<file path="src/rtl/sd_pkg.sv">
package sd_pkg;
  localparam int unsigned PHASE_COUNT = 4;
  localparam int unsigned PHASE_W     = $clog2(PHASE_COUNT);

  typedef enum logic [1:0] {
    REL_NONE = 2'd0,
    REL_LT   = 2'd1,
    REL_EQ   = 2'd2,
    REL_GT   = 2'd3
  } rel_sel_e;
endpackage

</file>
<file path="src/rtl/sd_commit_gate.sv">
module sd_commit_gate #(
  parameter int unsigned PHASE_W      = 2,
  parameter int unsigned COMMIT_PHASE = 2
) (
  input  logic               exec_step,
  input  logic [PHASE_W-1:0] phase,
  input  logic               cond_bit,
  input  logic               flag_q,
  output logic               commit_req,
  output logic               commit_ok
);
  always_comb begin
    commit_req = exec_step && (phase == PHASE_W'(COMMIT_PHASE));
    // Conditional commands need a set flag; plain ones always pass
    commit_ok  = commit_req && (!cond_bit || flag_q);
  end
endmodule

</file>
<file path="src/rtl/sd_onehot_dec.sv">
module sd_onehot_dec #(
  parameter int unsigned SEL_W = 4,
  localparam int unsigned N_OUT = 1 << SEL_W
) (
  input  logic             en,
  input  logic [SEL_W-1:0] sel,
  output logic [N_OUT-1:0] dec
);
  for (genvar gi = 0; gi < N_OUT; gi++) begin : g_line
    assign dec[gi] = en && (sel == SEL_W'(gi));
  end
endmodule

</file>
<file path="src/rtl/sd_flag_reg.sv">
module sd_flag_reg
  import sd_pkg::*;
#(
  parameter int unsigned OP_W  = 4,
  parameter int unsigned OP_LT = 13,
  parameter int unsigned OP_EQ = 14,
  parameter int unsigned OP_GT = 15
) (
  input  logic            clk,
  input  logic            rst_n,
  input  logic            commit_ok,
  input  logic [OP_W-1:0] opcode,
  input  logic            cmp_lt,
  input  logic            cmp_eq,
  input  logic            cmp_gt,
  output logic            flag_q
);
  rel_sel_e rel_sel;
  logic     flag_load;
  logic     flag_d;

  always_comb begin
    if (opcode == OP_W'(OP_LT))      rel_sel = REL_LT;
    else if (opcode == OP_W'(OP_EQ)) rel_sel = REL_EQ;
    else if (opcode == OP_W'(OP_GT)) rel_sel = REL_GT;
    else                             rel_sel = REL_NONE;

    flag_load = commit_ok && (rel_sel != REL_NONE);

    unique case (rel_sel)
      REL_LT:  flag_d = cmp_lt;
      REL_EQ:  flag_d = cmp_eq;
      REL_GT:  flag_d = cmp_gt;
      default: flag_d = flag_q;
    endcase
  end

  always_ff @(posedge clk or negedge rst_n) begin
    if (!rst_n)         flag_q <= 1'b0;
    else if (flag_load) flag_q <= flag_d;
  end
endmodule

</file>
<file path="src/rtl/strobe_dispatch.sv">
module strobe_dispatch
  import sd_pkg::*;
#(
  parameter int unsigned OP_W         = 4,
  parameter int unsigned COMMIT_PHASE = 2,
  parameter int unsigned OP_LT        = 13,
  parameter int unsigned OP_EQ        = 14,
  parameter int unsigned OP_GT        = 15,
  localparam int unsigned N_DEST      = 1 << OP_W
) (
  input  logic               clk,
  input  logic               rst_n,
  input  logic               exec_step,
  input  logic [PHASE_W-1:0] phase,
  input  logic [OP_W-1:0]    opcode,
  input  logic               cond_bit,
  input  logic               cmp_lt,
  input  logic               cmp_eq,
  input  logic               cmp_gt,
  output logic [N_DEST-1:0]  wr_strobe,
  output logic               bool_flag
);
  logic              commit_req;
  logic              commit_ok;
  logic [N_DEST-1:0] strobe_d;
  logic [N_DEST-1:0] strobe_q;

  sd_commit_gate #(
    .PHASE_W     (PHASE_W),
    .COMMIT_PHASE(COMMIT_PHASE)
  ) u_gate (
    .exec_step (exec_step),
    .phase     (phase),
    .cond_bit  (cond_bit),
    .flag_q    (bool_flag),
    .commit_req(commit_req),
    .commit_ok (commit_ok)
  );

  sd_onehot_dec #(
    .SEL_W(OP_W)
  ) u_dec (
    .en (commit_ok),
    .sel(opcode),
    .dec(strobe_d)
  );

  sd_flag_reg #(
    .OP_W (OP_W),
    .OP_LT(OP_LT),
    .OP_EQ(OP_EQ),
    .OP_GT(OP_GT)
  ) u_flag (
    .clk      (clk),
    .rst_n    (rst_n),
    .commit_ok(commit_ok),
    .opcode   (opcode),
    .cmp_lt   (cmp_lt),
    .cmp_eq   (cmp_eq),
    .cmp_gt   (cmp_gt),
    .flag_q   (bool_flag)
  );

  always_ff @(posedge clk or negedge rst_n) begin
    if (!rst_n) strobe_q <= '0;
    else        strobe_q <= strobe_d;
  end

  assign wr_strobe = strobe_q;
endmodule

</file>
<file path="config.mk">
export PLATFORM = sky130hd
export DESIGN_NAME = strobe_dispatch
export DESIGN_NICKNAME = d
export VERILOG_FILES = /design/src/rtl/sd_pkg.sv /design/src/rtl/sd_commit_gate.sv /design/src/rtl/sd_onehot_dec.sv /design/src/rtl/sd_flag_reg.sv /design/src/rtl/strobe_dispatch.sv
export SDC_FILE = /design/constraint.sdc
export NUM_CORES = 1
export LEC_CHECK = 0
export BUFFER_PORTS_ARGS = -buffer_cell sky130_fd_sc_hd__buf_2
export CORE_ASPECT_RATIO = 0.9
export CORE_MARGIN = 1
export CORE_UTILIZATION = 33
export CTS_BUF_LIST = sky130_fd_sc_hd__clkbuf_16
export DETAILED_ROUTE_END_ITERATION = 10
export PLACE_DENSITY = 0.74
export SYNTH_ARGS = -nofsm -noshare
export SYNTH_HDL_FRONTEND = slang
export SYNTH_HIERARCHICAL = 1
export SYNTH_SLANG_ARGS = --single-unit
</file>
<file path="constraint.sdc">
create_clock -name clk -period 1.4 [get_ports clk]
set_clock_uncertainty 0.2 [all_clocks]
set_input_delay 0.21 -clock clk [delete_from_list [all_inputs] [get_ports clk]]
set_output_delay 0.21 -clock clk [all_outputs]
set_load 0.1 [all_outputs]
</file>
* Word-level counts from Yosys, hierarchy flattened
Index checks and enable logic that the tools add are counted.
** Word-level totals
- Bits in registers :: 17
- Bits of input ports :: 13
- Output and inout port bits :: 17
- Word-level logic and storage cells :: 50
** Operators by class
- Equal/unequal tests :: 19
- Mux-type cells :: 4
- Reduce and logical (&&, ||, !) cells :: 25
** Operators by type and width (number)
- == test 4 bit, second input constant :: 8
- logical AND 1 bit :: 19
- == test 4 x 3 -> 1 bit, second input constant :: 4
- == test 4 x 2 -> 1 bit, second input constant :: 2
- == test 2 bit, second input constant :: 3
- two-way mux 2 bit :: 3
- == test 4 x 1 -> 1 bit, second input constant :: 1
- logical NOT 4 bit :: 1
- one-hot mux 1 bit (3 select lines) :: 1
- nonzero test 3 bit :: 1
- == test 2 x 1 -> 1 bit, second input constant :: 1
- AND reduction 2 bit :: 1
- nonzero test 2 bit :: 1
- logical NOT 1 bit :: 1
- logical OR 1 bit :: 1

* Longest topological paths before layout
- Depth in word-level cells :: 7
- Depth in mapped cells :: 5
- Gate-level depth less buffers :: 5

* Hierarchy
The synthesis kept the hierarchy.
** Modules (own cells, without submodules)
- strobe_dispatch :: times used 1, cells each 16, area each 400.4 um2, sequential area each 400.4 um2
- sd_onehot_dec :: times used 1, cells each 23, area each 117.6 um2, sequential area each 0.0 um2
- sd_flag_reg :: times used 1, cells each 9, area each 85.1 um2, sequential area each 25.0 um2
- sd_commit_gate :: times used 1, cells each 4, area each 23.8 um2, sequential area each 0.0 um2

* Worst setup path after synthesis
No wires, ideal clock.
- Path type :: reg-to-reg
- Start :: reg u_flag.flag_q
- End :: reg u_flag.flag_q
- Arrival :: 1821 ps
- Data required time :: 1061 ps
- Path slack :: -760 ps
- Stages on the path, launching flop included :: 6
- Clock period less this slack :: 2160 ps
- Cell sequence :: dfrtp_1 -> nor2b_1 -> nor3_2 -> nand3_2 -> a2111oi_2 -> a221oi_1
** Between the ends
- Word-level cells in the longest chain between the ends :: 4
** RTL lines
- start, declared :: RTL line sd_flag_reg.sv:16 : output logic flag_q
- start signal, assigned :: RTL line sd_flag_reg.sv:40 : else if (flag_load) flag_q <= flag_d;
- logical OR 1 bit :: RTL line sd_commit_gate.sv:15 : commit_ok = commit_req && (!cond_bit || flag_q);
- logical AND 1 bit :: RTL line sd_commit_gate.sv:15
- net commit_ok :: RTL line strobe_dispatch.sv:24 : logic commit_ok;
- logical AND 1 bit :: RTL line sd_flag_reg.sv:28 : flag_load = commit_ok && (rel_sel != REL_NONE);
- AND reduction 2 bit (no source line)
The timed path passes the listed nets, and every way through them passes these cells.
A chain may end at the register's enable or synchronous reset.

* Worst setup path after layout
- Start :: reg u_flag.flag_q
- End :: reg strobe_q[6] (netlist: wr_strobe[6])
** Between the ends
- Word-level cells in the longest chain between the ends :: 3
** RTL lines
- logical OR 1 bit :: RTL line sd_commit_gate.sv:15
- logical AND 1 bit :: RTL line sd_commit_gate.sv:15
- net commit_ok :: RTL line strobe_dispatch.sv:24
- logical AND 1 bit :: RTL line sd_onehot_dec.sv:10 : assign dec[gi] = en && (sel == SEL_W'(gi));
- net strobe_d[6] :: RTL line strobe_dispatch.sv:25 : logic [N_DEST-1:0] strobe_d;
- end signal, assigned :: RTL line strobe_dispatch.sv:66 : else strobe_q <= strobe_d;
- end, declared :: RTL line strobe_dispatch.sv:26 : logic [N_DEST-1:0] strobe_q;
The timed path passes the listed nets, and every way through them passes these cells.

==> impl_metrics.py <==
metrics = {
    "outcome": {
        "outcome": "finished with violations",
        "violations": "setup timing",
    },
    "die": {
        "start_util": 0.363,
        "die_w_um": 47.8,
        "row_count": 14,
        "die_h_um": 43.2,
        "fp.coreArea_sq_um": 1720,
        "io_pins": 30,
        "dieArea_sq_um": 2070,
    },
    "global_route": {
        "grt_max_degree": 18,
        "grt_use_total": 0.175,
        "use_met1": 0.216,
        "antenna_found_initial": 0,
        "use_met2": 0.254,
        "overflow": 0,
        "grt_pass1_wl_um": 2380,
        "met3_usage": 0.0298,
        "grt.busiest_layer": "met2",
        "grt_pass1_vias": 528,
    },
    "timing": {
        "final.period_utilization": 1.06,
        "worst_slew_pin_slew_ns": 0.355,
        "rsz0062_at_grt": "true",
        "setup_viol": 18,
        "timing.final.ws_setup_ns": -0.0831,
        "min_period_ns": 1.48,
        "fmax_mhz": 674,
        "finalMaxSlewViolations": 0,
        "maxSlewHeadroom": 0.763,
        "hold_viol_final": 0,
    },
    "routing": {
        "dr.pass1.iters": 3,
        "drc": 0,
        "wl_per_cell_um": 12.1,
        "vias": 510,
        "routed_wl_um": 1350,
        "ant_nets": 0,
        "viasPerCell": 4.55,
        "drt_iter0_markers": 4,
    },
    "run": {
        "maxCapViolations": 0,
    },
    "worst_setup_path": {
        "critPathKind": "reg2reg",
        "critPathMaxFanout": 4,
        "cpPeakStageDelay_ns": 0.40,
        "worstPathArrival_ns": 1.45,
        "rr_startpoint": "u_flag/flag_q",
        "crit_start": "u_flag/flag_q",
        "crit_required_ns": 1.37,
        "endpoint_kind": "flop",
        "worstPathCellList": "nor2b_2, nor3_2, buf_4, buf_6, nand3b_1, nor2_1",
        "crit_slowest_cell": "dfrtp_4",
        "cp-start-kind": "flop",
    },
    "placed_design": {
        "gp_congestion": 0.721,
        "post-place-ws_ns": -0.135,
        "hpwl_um": 1030,
        "port_buffers": 29,
        "placed_area_sq_um": 1070,
    },
    "power_and_ir_drop": {
        "ir_drop_uv": 670,
        "total_leakage_power_nw": 0.543,
        "p_per_area_nw_per_um2": 952,
    },
    "synthesis": {
        "synth_fp_nets": 64,
        "avgSynthCellArea_sq_um": 12.2,
        "yosysWarnings": 6,
        "syn_inst": 51,
        "syn-cell-area_sq_um": 623,
    },
    "clocking": {
        "root_buffer": "clkbuf_16",
        "clkTransAtPathRegs_ns": 0.05,
        "cts_tree": "yes",
        "clock_sinks": 17,
        "insertion_delay_ns": 0.24,
        "cts_buffers": 3,
        "htree_num_levels": 1,
        "cts_max_path_buffers": 2,
    },
    "layout": {
        "synthToLayoutAreaGrowth_pct": 96.8,
        "final_common_cell": "buf_12",
        "layout_common_cells": "17 x buf_12, 16 x dfrtp_1, 12 x buf_2",
        "nets": 102,
        "post-route-cell-area_sq_um": 1230,
        "diodes": 0,
        "drive_gt1_frac": 0.557,
        "fill_cells": 136,
    },
    "min_path": {
        "min_from": "opcode[1]",
        "min_path_type": "in2reg",
    },
}
-- per-stage QoR --
stage          instances  hold WS (ns)  setup TNS (ns)  utilization  power, mW
2_1_floorplan         51        -0.286           -2.54            -      0.551
3_3_place_gp         106       -0.0695         -0.0723        0.625      0.606
3_5_place_dp         106       -0.0599          -0.290        0.625      0.609
4_1_cts              112        0.0207          -0.837        0.704       1.19
5_1_grt              112        0.0701           -2.02        0.714       1.22
6_report             112        0.0622          -0.689        0.714       1.17
-- layout make-up --
type                       count  area (sq um)  share of cell area
tap                           24          30.0              0.0245
inverter                       2          7.51             0.00612
clock buffer                   3          75.1              0.0612
timing repair buffer          33           437               0.356
sequential                    17           429               0.350
clock inverter                 1          5.00             0.00408
multi-input combinational     32           243               0.198
-- path summary, 6_finish.rpt --
kind,slack (ns),end,cells past startpoint
max,-0.08,wr_strobe[6],6
min,0.06,wr_strobe[0],2
max reg2reg,-0.08,wr_strobe[6],6
min reg2reg,0.58,u_flag/flag_q,3
max in group asynchronous,0.50,u_flag/flag_q,2
min in group asynchronous,0.21,wr_strobe[9],2
-- critical path: cells and delay by family (launching register included) --
kind | cells | cell delay [ns]
DFF | 1 | 0.40
and+or+nand+nor | 4 | 0.56
buffers and inverters | 2 | 0.25
-- per-layer routing --
layer	part of all wire	up-vias
li1	-	243
met1	0.38	236
met2	0.51	27
met3	0.064	4
met4	0.043	0
met5	0	-
-- power breakdown --
| group | switching (mW) | internal [mW] | leakage, nW |
|---|---|---|---|
| combinational | 0.0725 | 0.0439 | 0.267 |
| clock | 0.171 | 0.381 | 0.0409 |
| sequential | 0.00244 | 0.497 | 0.235 |
-- sequential cells by signal, summed over array words and instances, names as in the netlist --
register / flops
wr_strobe: 16
u_flag/flag_q: 1
-- repair_timing --
action | CTS | global route
pin swaps | 7 | 3
setup buffers | 1 | 0
hold buffers | 1 | 0
resized for setup | 6 | 4
setup endpoints to repair | 9 | 18
endpoints found under the hold margin | 17 | 0
Note: power is estimated with default switching activity, not from simulation.
